## config.mk

```make
export PLATFORM = sky130hd
export DESIGN_NAME = mtm_timer
export DESIGN_NICKNAME = d
export VERILOG_FILES = /design/src/rtl/mtm_pkg.sv /design/src/rtl/mtm_edge_sync.sv /design/src/rtl/mtm_downcnt.sv /design/src/rtl/mtm_timer.sv
export SDC_FILE = /design/constraint.sdc
export NUM_CORES = 1
export LEC_CHECK = 0
export CAP_MARGIN = 20
export CORE_UTILIZATION = 54
export DETAILED_ROUTE_END_ITERATION = 8
export PLACE_DENSITY = 0.84
export SLEW_MARGIN = 20
export SYNTH_ARGS = -nofsm -noshare
export SYNTH_HDL_FRONTEND = slang
export SYNTH_SLANG_ARGS = --single-unit
export TNS_END_PERCENT = 100
```

## constraint.sdc

```tcl
create_clock -name clk -period 2.9 [get_ports clk]
set_input_delay 0.87 -clock clk [delete_from_list [all_inputs] [get_ports clk]]
set_output_delay 0.87 -clock clk [all_outputs]
set_load 0.02 [all_outputs]
```

## src/rtl/mtm_pkg.sv

```systemverilog
package mtm_pkg;
   typedef enum logic [1:0] {
      MODE_TIMERS = 2'd0,
      MODE_PWM    = 2'd1,
      MODE_CAP2   = 2'd2,
      MODE_CAP1   = 2'd3
   } mode_e;

   typedef struct packed {
      logic  ie_b;
      logic  ie_a;
      logic  ext2;
      logic  ext1;
      logic  pol_b;
      logic  pol_a;
      logic  run2;
      logic  run1;
      mode_e mode;
   } ctrl_t;

   localparam int CTRL_W = $bits(ctrl_t);

   localparam logic [2:0] ADR_CTRL = 3'd0;
   localparam logic [2:0] ADR_STAT = 3'd1;
   localparam logic [2:0] ADR_REGA = 3'd2;
   localparam logic [2:0] ADR_REGB = 3'd3;
   localparam logic [2:0] ADR_CNT1 = 3'd4;
   localparam logic [2:0] ADR_CNT2 = 3'd5;
endpackage

```

## src/rtl/mtm_edge_sync.sv

```systemverilog
module mtm_edge_sync #(
   parameter int STAGES = 2
) (
   input  logic clk,
   input  logic rst_n,
   input  logic pin,
   input  logic fall_sel,
   output logic edge_o
);
   generate
      if (STAGES < 2) begin : g_bad
         $error("mtm_edge_sync: STAGES must be at least 2");
      end
   endgenerate

   logic [STAGES-1:0] shreg;
   logic              last;

   always_ff @(posedge clk or negedge rst_n) begin
      if (!rst_n) begin
         shreg <= '0;
         last  <= 1'b0;
      end else begin
         shreg <= {shreg[STAGES-2:0], pin};
         last  <= shreg[STAGES-1];
      end
   end

   assign edge_o = fall_sel ? (last & ~shreg[STAGES-1])
                            : (~last & shreg[STAGES-1]);

   // events no faster than one quarter of the clock
   assert_event_spacing_R10: assert property (@(posedge clk) disable iff (!rst_n)
      edge_o |-> (!$past(edge_o, 1) && !$past(edge_o, 2) && !$past(edge_o, 3)));
endmodule

```

## src/rtl/mtm_downcnt.sv

```systemverilog
module mtm_downcnt #(
   parameter int W = 16
) (
   input  logic         clk,
   input  logic         rst_n,
   input  logic         en,
   input  logic         sw_load,
   input  logic [W-1:0] sw_val,
   input  logic         use_reload,
   input  logic [W-1:0] reload_val,
   output logic [W-1:0] cnt,
   output logic         uflow
);
   localparam logic [W-1:0] ALL_ONES = {W{1'b1}};

   generate
      if (W < 2) begin : g_bad
         $error("mtm_downcnt: W must be at least 2");
      end
   endgenerate

   assign uflow = en && !sw_load && (cnt == '0);

   always_ff @(posedge clk or negedge rst_n) begin
      if (!rst_n)        cnt <= '0;
      else if (sw_load)  cnt <= sw_val;
      else if (en)       cnt <= (cnt == '0) ? (use_reload ? reload_val : ALL_ONES)
                                            : cnt - W'(1);
   end

   // underflow lands on the reload value or wraps to all ones
   assert_reload_R3: assert property (@(posedge clk) disable iff (!rst_n)
      uflow |=> cnt == $past(use_reload ? reload_val : ALL_ONES));
endmodule

```

## src/rtl/mtm_timer.sv

```systemverilog
module mtm_timer
   import mtm_pkg::*;
#(
   parameter int W           = 16,
   parameter int SYNC_STAGES = 2
) (
   input  logic         clk,
   input  logic         rst_n,
   input  logic         wr_en,
   input  logic [2:0]   addr,
   input  logic [W-1:0] wdata,
   output logic [W-1:0] rdata,
   input  logic         tick1,
   input  logic         tick2,
   input  logic         pin_a_i,
   input  logic         pin_b_i,
   output logic         pin_a_o,
   output logic         pin_a_oe,
   output logic         irq_a,
   output logic         irq_b
);
   localparam int PAD_CTRL = W - CTRL_W;

   generate
      if (W < CTRL_W + 1) begin : g_bad
         $error("mtm_timer: W too narrow for the control register");
      end
   endgenerate

   ctrl_t        ctrl, ctrl_w;
   logic [W-1:0] reg_a, reg_b;
   logic         pend_a, pend_b, pwm_q;
   logic         wr_ctrl, wr_stat, mode_chg;
   logic [1:0]   pin_in, pol, ev, en, sw_load, use_rl, uflow;
   logic [W-1:0] rl_val [2];
   logic [W-1:0] cnt    [2];
   logic         cap_a, cap_b, set_a, set_b, pwm_fall;
   logic         is_tim, is_pwm, is_cap2, is_cap1;

   assign is_tim  = (ctrl.mode == MODE_TIMERS);
   assign is_pwm  = (ctrl.mode == MODE_PWM);
   assign is_cap2 = (ctrl.mode == MODE_CAP2);
   assign is_cap1 = (ctrl.mode == MODE_CAP1);

   assign wr_ctrl  = wr_en && (addr == ADR_CTRL);
   assign wr_stat  = wr_en && (addr == ADR_STAT);
   assign ctrl_w   = ctrl_t'(wdata[CTRL_W-1:0]);
   assign mode_chg = wr_ctrl && (ctrl_w.mode != ctrl.mode);

   // pin synchronizers, one per pin
   assign pin_in = {pin_b_i, pin_a_i};
   assign pol    = {ctrl.pol_b, ctrl.pol_a};
   for (genvar i = 0; i < 2; i++) begin : g_pin
      mtm_edge_sync #(.STAGES(SYNC_STAGES)) u_sync (
         .clk(clk), .rst_n(rst_n), .pin(pin_in[i]),
         .fall_sel(pol[i]), .edge_o(ev[i]));
   end

   // count enables and reload roles per mode
   assign en[0] = ctrl.run1 && ((is_tim && ctrl.ext1) ? ev[0] : tick1);
   assign en[1] = ctrl.run2 && (((is_tim || is_cap1) && ctrl.ext2) ? ev[1] : tick2);
   assign use_rl[0] = is_tim || is_pwm;
   assign use_rl[1] = is_tim || is_cap1;
   assign rl_val[0] = reg_a;
   assign rl_val[1] = reg_b;
   assign sw_load[0] = wr_en && (addr == ADR_CNT1);
   assign sw_load[1] = wr_en && (addr == ADR_CNT2);

   for (genvar i = 0; i < 2; i++) begin : g_cnt
      mtm_downcnt #(.W(W)) u_cnt (
         .clk(clk), .rst_n(rst_n), .en(en[i]), .sw_load(sw_load[i]),
         .sw_val(wdata), .use_reload(use_rl[i]), .reload_val(rl_val[i]),
         .cnt(cnt[i]), .uflow(uflow[i]));
   end

   assign cap_a = (is_cap2 || is_cap1) && ev[0];
   assign cap_b = is_cap2 && ev[1];
   assign set_a = cap_a || (uflow[0] && (is_tim || is_pwm));
   assign set_b = cap_b || (uflow[1] && (is_tim || is_cap1));
   assign pwm_fall = en[0] && !sw_load[0] && (cnt[0] != '0) &&
                     ((cnt[0] - W'(1)) == reg_b);

   always_ff @(posedge clk or negedge rst_n) begin
      if (!rst_n) begin
         ctrl <= '0;
      end else if (wr_ctrl) begin
         ctrl <= ctrl_w;
         if (mode_chg) begin
            ctrl.run1 <= 1'b0;
            ctrl.run2 <= 1'b0;
         end
      end
   end

   always_ff @(posedge clk or negedge rst_n) begin
      if (!rst_n) begin
         reg_a <= '0;
         reg_b <= '0;
      end else begin
         if (cap_a)                              reg_a <= cnt[0];
         else if (wr_en && (addr == ADR_REGA))   reg_a <= wdata;
         if (cap_b)                              reg_b <= cnt[0];
         else if (wr_en && (addr == ADR_REGB))   reg_b <= wdata;
      end
   end

   always_ff @(posedge clk or negedge rst_n) begin
      if (!rst_n) begin
         pend_a <= 1'b0;
         pend_b <= 1'b0;
      end else if (mode_chg) begin
         pend_a <= 1'b0;
         pend_b <= 1'b0;
      end else begin
         pend_a <= set_a || (pend_a && !(wr_stat && wdata[0]));
         pend_b <= set_b || (pend_b && !(wr_stat && wdata[1]));
      end
   end

   always_ff @(posedge clk or negedge rst_n) begin
      if (!rst_n)                   pwm_q <= 1'b0;
      else if (mode_chg || !is_pwm) pwm_q <= 1'b0;
      else if (uflow[0])            pwm_q <= 1'b1;
      else if (pwm_fall)            pwm_q <= 1'b0;
   end

   assign pin_a_o  = pwm_q;
   assign pin_a_oe = is_pwm;
   assign irq_a    = pend_a && ctrl.ie_a;
   assign irq_b    = pend_b && ctrl.ie_b;

   always_comb begin
      unique case (addr)
         ADR_CTRL: rdata = {{PAD_CTRL{1'b0}}, ctrl};
         ADR_STAT: rdata = {{(W-2){1'b0}}, pend_b, pend_a};
         ADR_REGA: rdata = reg_a;
         ADR_REGB: rdata = reg_b;
         ADR_CNT1: rdata = cnt[0];
         ADR_CNT2: rdata = cnt[1];
         default:  rdata = '0;
      endcase
   end

   // a mode change stops both counters and drops pending flags
   assert_mode_clear_R9: assert property (@(posedge clk) disable iff (!rst_n)
      mode_chg |=> (!pend_a && !pend_b && !ctrl.run1 && !ctrl.run2));
   // capture copies the counter value of the capture cycle
   assert_capture_a_R4: assert property (@(posedge clk) disable iff (!rst_n)
      cap_a |=> (reg_a == $past(cnt[0])));
   // an underflow in PWM mode raises pin A
   assert_pwm_rise_R2: assert property (@(posedge clk) disable iff (!rst_n)
      (is_pwm && uflow[0] && !mode_chg) |=> pin_a_o);
   // pin A only driven high while its output is enabled
   assert_pin_oe_R1: assert property (@(posedge clk) disable iff (!rst_n)
      pin_a_o |-> pin_a_oe);
endmodule

```

Word level (Yosys, flattened, before mapping)
Cells that the tools add are included.
{ "word_totals": {"elab_cells": 113, "out_inout_bits": 20, "reg_bits": 83, "input_bits": 26} }
{ "classes": {"reduce_logical": 50, "n_eq_ne": 10, "muxes": 23, "n_bitwise": 8, "add_sub_neg": 2} }
{ "op_table": {"columns": ["operator", "n"], "rows": [
  ["$mux 16", 12],
  ["$pmux 16 s6", 1],
  ["$logic_not 16->1", 2],
  ["$sub 16x1->16 const B", 2],
  ["$logic_and 1x1->1", 27],
  ["$eq 16x16->1", 1],
  ["$reduce_bool 16->1", 1],
  ["$mux 1", 9],
  ["$logic_or 1x1->1", 8],
  ["$reduce_bool 2->1", 4],
  ["$eq 3x2->1 const B", 2],
  ["$eq 3x3->1 const B", 2],
  ["$logic_not 1->1", 5],
  ["$and 1x1->1", 4],
  ["$eq 2x2->1 const B", 2],
  ["$not 1->1", 4],
  ["$eq 3x1->1 const B", 1],
  ["$logic_not 3->1", 1],
  ["$reduce_bool 3->1", 1],
  ["$eq 2x1->1 const B", 1],
  ["$logic_not 2->1", 1],
  ["$mux 2", 1],
  ["$ne 2x2->1", 1]
]} }

Longest topological paths before layout
{ "depth": {"ltp_word": 11, "mapped_depth": 12, "depth_no_buf": 8} }

Hierarchy
From an unflattened synthesis, not the netlist that was laid out.
{ "unflattened": {"cells_unflattened": 757, "area_unflattened_um2": 6421.2} }
{ "modules_own_cells": {"columns": ["module", "area_each_um2", "cells_each", "instances"], "rows": [
  ["mtm_timer", 3340.7, 401, 1],
  ["mtm_downcnt", 1442.6, 172, 2],
  ["mtm_edge_sync", 97.6, 6, 2]
]} }

Least setup slack after synthesis
OpenSTA, ideal clock, no wires.
{ "synth_timing": {"kind": "input to output", "start": "input port addr[0]", "end": "output port rdata[10]", "n_path_buf": 3, "setup_slack_ps": -315, "t_required_ps": 2030, "cell_stages": 5, "arrival_time_ps": 2345, "cell_sequence": "clkbuf_1 clkbuf_1 buf_1 mux2i_1 o22ai_1"} }
{ "synth_via": {"elab_chain_len": 2, "word_cells_on_any_way": 7, "classes_between": "eq/ne (5); mux (1); reduce/logical (1)"} }
{ "synth_lines": {"columns": ["item", "line", "rtl"], "rows": [
  ["start: declaration", "mtm_timer.sv:10", "input logic [2:0] addr,"],
  ["$eq 3x3->1 (tied with other cells)", "mtm_timer.sv:133", "unique case (addr)"],
  ["$pmux 16 s6 (*)", "mtm_timer.sv:133", null],
  ["end: declaration", "mtm_timer.sv:12", "output logic [W-1:0] rdata,"]
]} }
Every way passes the cells marked *; elsewhere a longest branch is shown, timed or not.

Final worst setup path
{ "layout_timing": {"start": "input port addr[0]", "end": "output port rdata[1]"} }
Same word-level chain as after synthesis.

==> impl_metrics.yaml <==
logic_synthesis:
  yosysSeqAreaShare: 0.3647
  ys_ff_latch: 83
  ys_types: 62
  syn_avg_cell_area_um2: 8.682
  synth_edf_count: 0
  synthArstFlopShare: 1.000
  syn_area_um2: 5695
  yosysTopAreaCell: "dfrtp_1"
  yosysTopAreaCellShare: 0.3647
  synth_commonest_cells: "dfrtp_1, nand2_1, mux2i_1"
  synth-main-ff-cell: "dfrtp_1"
  syn-num-nets: 690
  synth-warning-count: 0
  synthCells: 656
  synth_most_common_cell: "dfrtp_1"
  synth_area_leaders: "dfrtp_1, mux2i_1, nand2_1, o21ai_0, nor2_1"
placement:
  gp_congestion: 0.9890
  port_buffers: 45
  hpwl_um: 13510
  dp.cells: 831
global_route:
  grt_use_met1: 0.4460
  antenna_found_initial: 0
  grt_pass1_vias: 5497
  grt_use_met3: 0.07049
  gr-usage-met2: 0.5596
  track_usage: 0.3511
  grt.overflow.total: 0
  busiest_layer: "met2"
  grt_start_max_net_pins: 38
  grt_pass1_wl_um: 29680
critical_path:
  rr_endpoint: "pin_a_o$_DFFE_PN0P_"
  cp.arrival_ps: 1970
  reg2reg_slack_ps: 250
  critPathKind: "input port to primary output"
  cp-startpoint: "addr[0]"
  cp_data_required_time_ps: 2030
  start_kind: "input port"
  cp_max_fo: 5
  crit_end: "rdata[1]"
  r2r_start: "g_cnt[0].u_cnt.cnt[1]$_DFFE_PN0P_"
  reg2reg_depth: 8
  worstSetupEndpointType: "primary output"
detailed_routing:
  vias_per_cell: 6.747
  drt_pre_antenna_iters: 6
  first_iter_violations: 538
  ant_nets: 0
  finalWirelength_um: 18790
  vias: 5742
  drcViolationCount: 0
  drt-wirelength-per-cell_um: 22.08
power:
  power_uw: 6270
  leakagePower_uw: 0.002866
  vdd_drop_max_v: 0.0003756
  p_per_area_nw_per_um2: 917.1
clock_tree:
  cts_sinks: 83
  cts_tree: "yes"
  htreeDepth: 3
  clkLatencyLatePin_ps: 370
  path_clk_slew_ps: 90
  cts_buffer_depth: 2
  cts_made_buffers: 9
  postCtsHoldBufs: 0
  clockRootBuffer: "clkbuf_8"
final_layout:
  syn_to_final_growth_pct: 20.04
  diodes: 0
  drive_above_1_share: 0.1664
  layout.nets: 744
  finalCoreUtilization: 0.6652
  stdcell_count: 851
sta:
  max_freq_mhz: 352.4
  setup_tns_ps: 0
  worst_pin_slew_ps: 939.0
  clock_skew_ps: 12.61
  slew_violations: 0
  finalHoldViolations: 0
  setup_viol: 0
  slew_headroom: 0.3692
  period_needed_ps: 2838
  period_share: 0.9786
  hold_slack_ps: 353.8
  rsz0062_at_grt: "no"
job:
  maxCapViolations: 0
die:
  die_w_um: 104.7
  die_area_um2: 10960
  rows: 37
  core-area_um2: 10280
  fp.dieH_um: 104.7
  io_pins: 46
  initial_utilization: 0.5542
worst_hold_path:
  hold_path.class: "flop to flop"
outcome:
  outcome: "finished clean"
[cells in the final DEF (no fill, tap or decap), types with 7 or more instances in the layout]
master           instances
dfrtp_1                 83
nand2_1                 68
buf_4                   53
mux2i_1                 52
nor2_1                  50
o21ai_0                 38
a21oi_1                 37
nor3_1                  30
clkdlybuf4s50_1         25
xnor2_1                 22
a211oi_1                16
a221o_1                 16
o22ai_1                 13
buf_2                   12
xor2_1                  11
inv_1                    9
a22oi_1                  9
a31oi_1                  9
o311ai_0                 9
clkbuf_8                 9
nand2b_1                 8
o221ai_1                 8
nand3_1                  8
ha_1                     8
mux2_2                   7
[timing repair]
action	in CTS	in global routing
pin swaps	0	1
setup buffers	0	2
cloned	1	1
endpoints found under the setup margin	16	10
resized for setup	81	10
[final cells by class]
type / count / area (um2)
Fill cell: 854 / 3441
Clock inverter: 5 / 77.57
Inverter: 9 / 33.78
Timing Repair Buffer: 103 / 937.1
Tap cell: 136 / 170.2
Multi-Input combinational cell: 504 / 3410
Sequential cell: 83 / 2077
Clock buffer: 11 / 131.4
[flip-flops by register name (all words and copies together), names as in the netlist]
| signal | cells |
|---|---|
| pend_a | 1 |
| g_pin.u_sync.last | 2 |
| reg_a | 16 |
| reg_b | 16 |
| g_pin.u_sync.shreg | 4 |
| pin_a_o | 1 |
| pend_b | 1 |
| ctrl | 10 |
| g_cnt.u_cnt.cnt | 32 |
[stage by stage]
stage          setup WS [ps]  cell area [um2]
3_5_place_dp          -743.3             6605
3_3_place_gp          -679.5             6605
6_report               62.13             6837
5_1_grt                9.949             6837
2_1_floorplan         -23.79             5736
4_1_cts                10.39             6789
[cells by family after synthesis]
group | count (synthesis) | share of synthesized area
AOI/OAI and AO/OA | 192 | 0.2289
xor gates and xnor gates | 33 | 0.05075
adders and majority gates | 8 | 0.01758
buffers and inverters | 69 | 0.04679
DFF | 83 | 0.3647
muxes | 60 | 0.1070
and+or+nand+nor | 211 | 0.1843
[per-layer routing]
metal | wire (um) | share of wire
met5 | 0 | 0
met4 | 1079 | 0.057
met3 | 1779 | 0.095
met2 | 8558 | 0.46
met1 | 7368 | 0.39
[report_power, final]
group / switching, uW / total [uW] / internal (uW)
Combinational: 1640 / 3010 / 1370
Sequential: 718 / 2310 / 1600
Clock: 460 / 944 / 484
Total: 2820 / 6270 / 3450
[how the worst min path moves through the flow]
stage / startpoint / to / slack (ps) / depth (start not counted)
detailed placement: g_pin[1].u_sync.shreg[0]$_DFF_PN0_ / g_pin[1].u_sync.shreg[1]$_DFF_PN0_ / 330 / 0
CTS: g_pin[1].u_sync.shreg[0]$_DFF_PN0_ / g_pin[1].u_sync.shreg[1]$_DFF_PN0_ / 350 / 0
global placement: g_pin[1].u_sync.shreg[0]$_DFF_PN0_ / g_pin[1].u_sync.shreg[1]$_DFF_PN0_ / 330 / 0
floorplan: g_pin[0].u_sync.shreg[0]$_DFF_PN0_ / g_pin[0].u_sync.shreg[1]$_DFF_PN0_ / 330 / 0
finish: g_pin[1].u_sync.shreg[0]$_DFF_PN0_ / g_pin[1].u_sync.shreg[1]$_DFF_PN0_ / 350 / 0
global route: g_pin[1].u_sync.shreg[0]$_DFF_PN0_ / g_pin[1].u_sync.shreg[1]$_DFF_PN0_ / 360 / 0
[critical path: stages]
cell	delay, ps
buf_2	180
buf_12	150
mux2_2	340
a21oi_1	150
o22ai_1	100
buf_4	170
(Power assumes the default switching activity.)
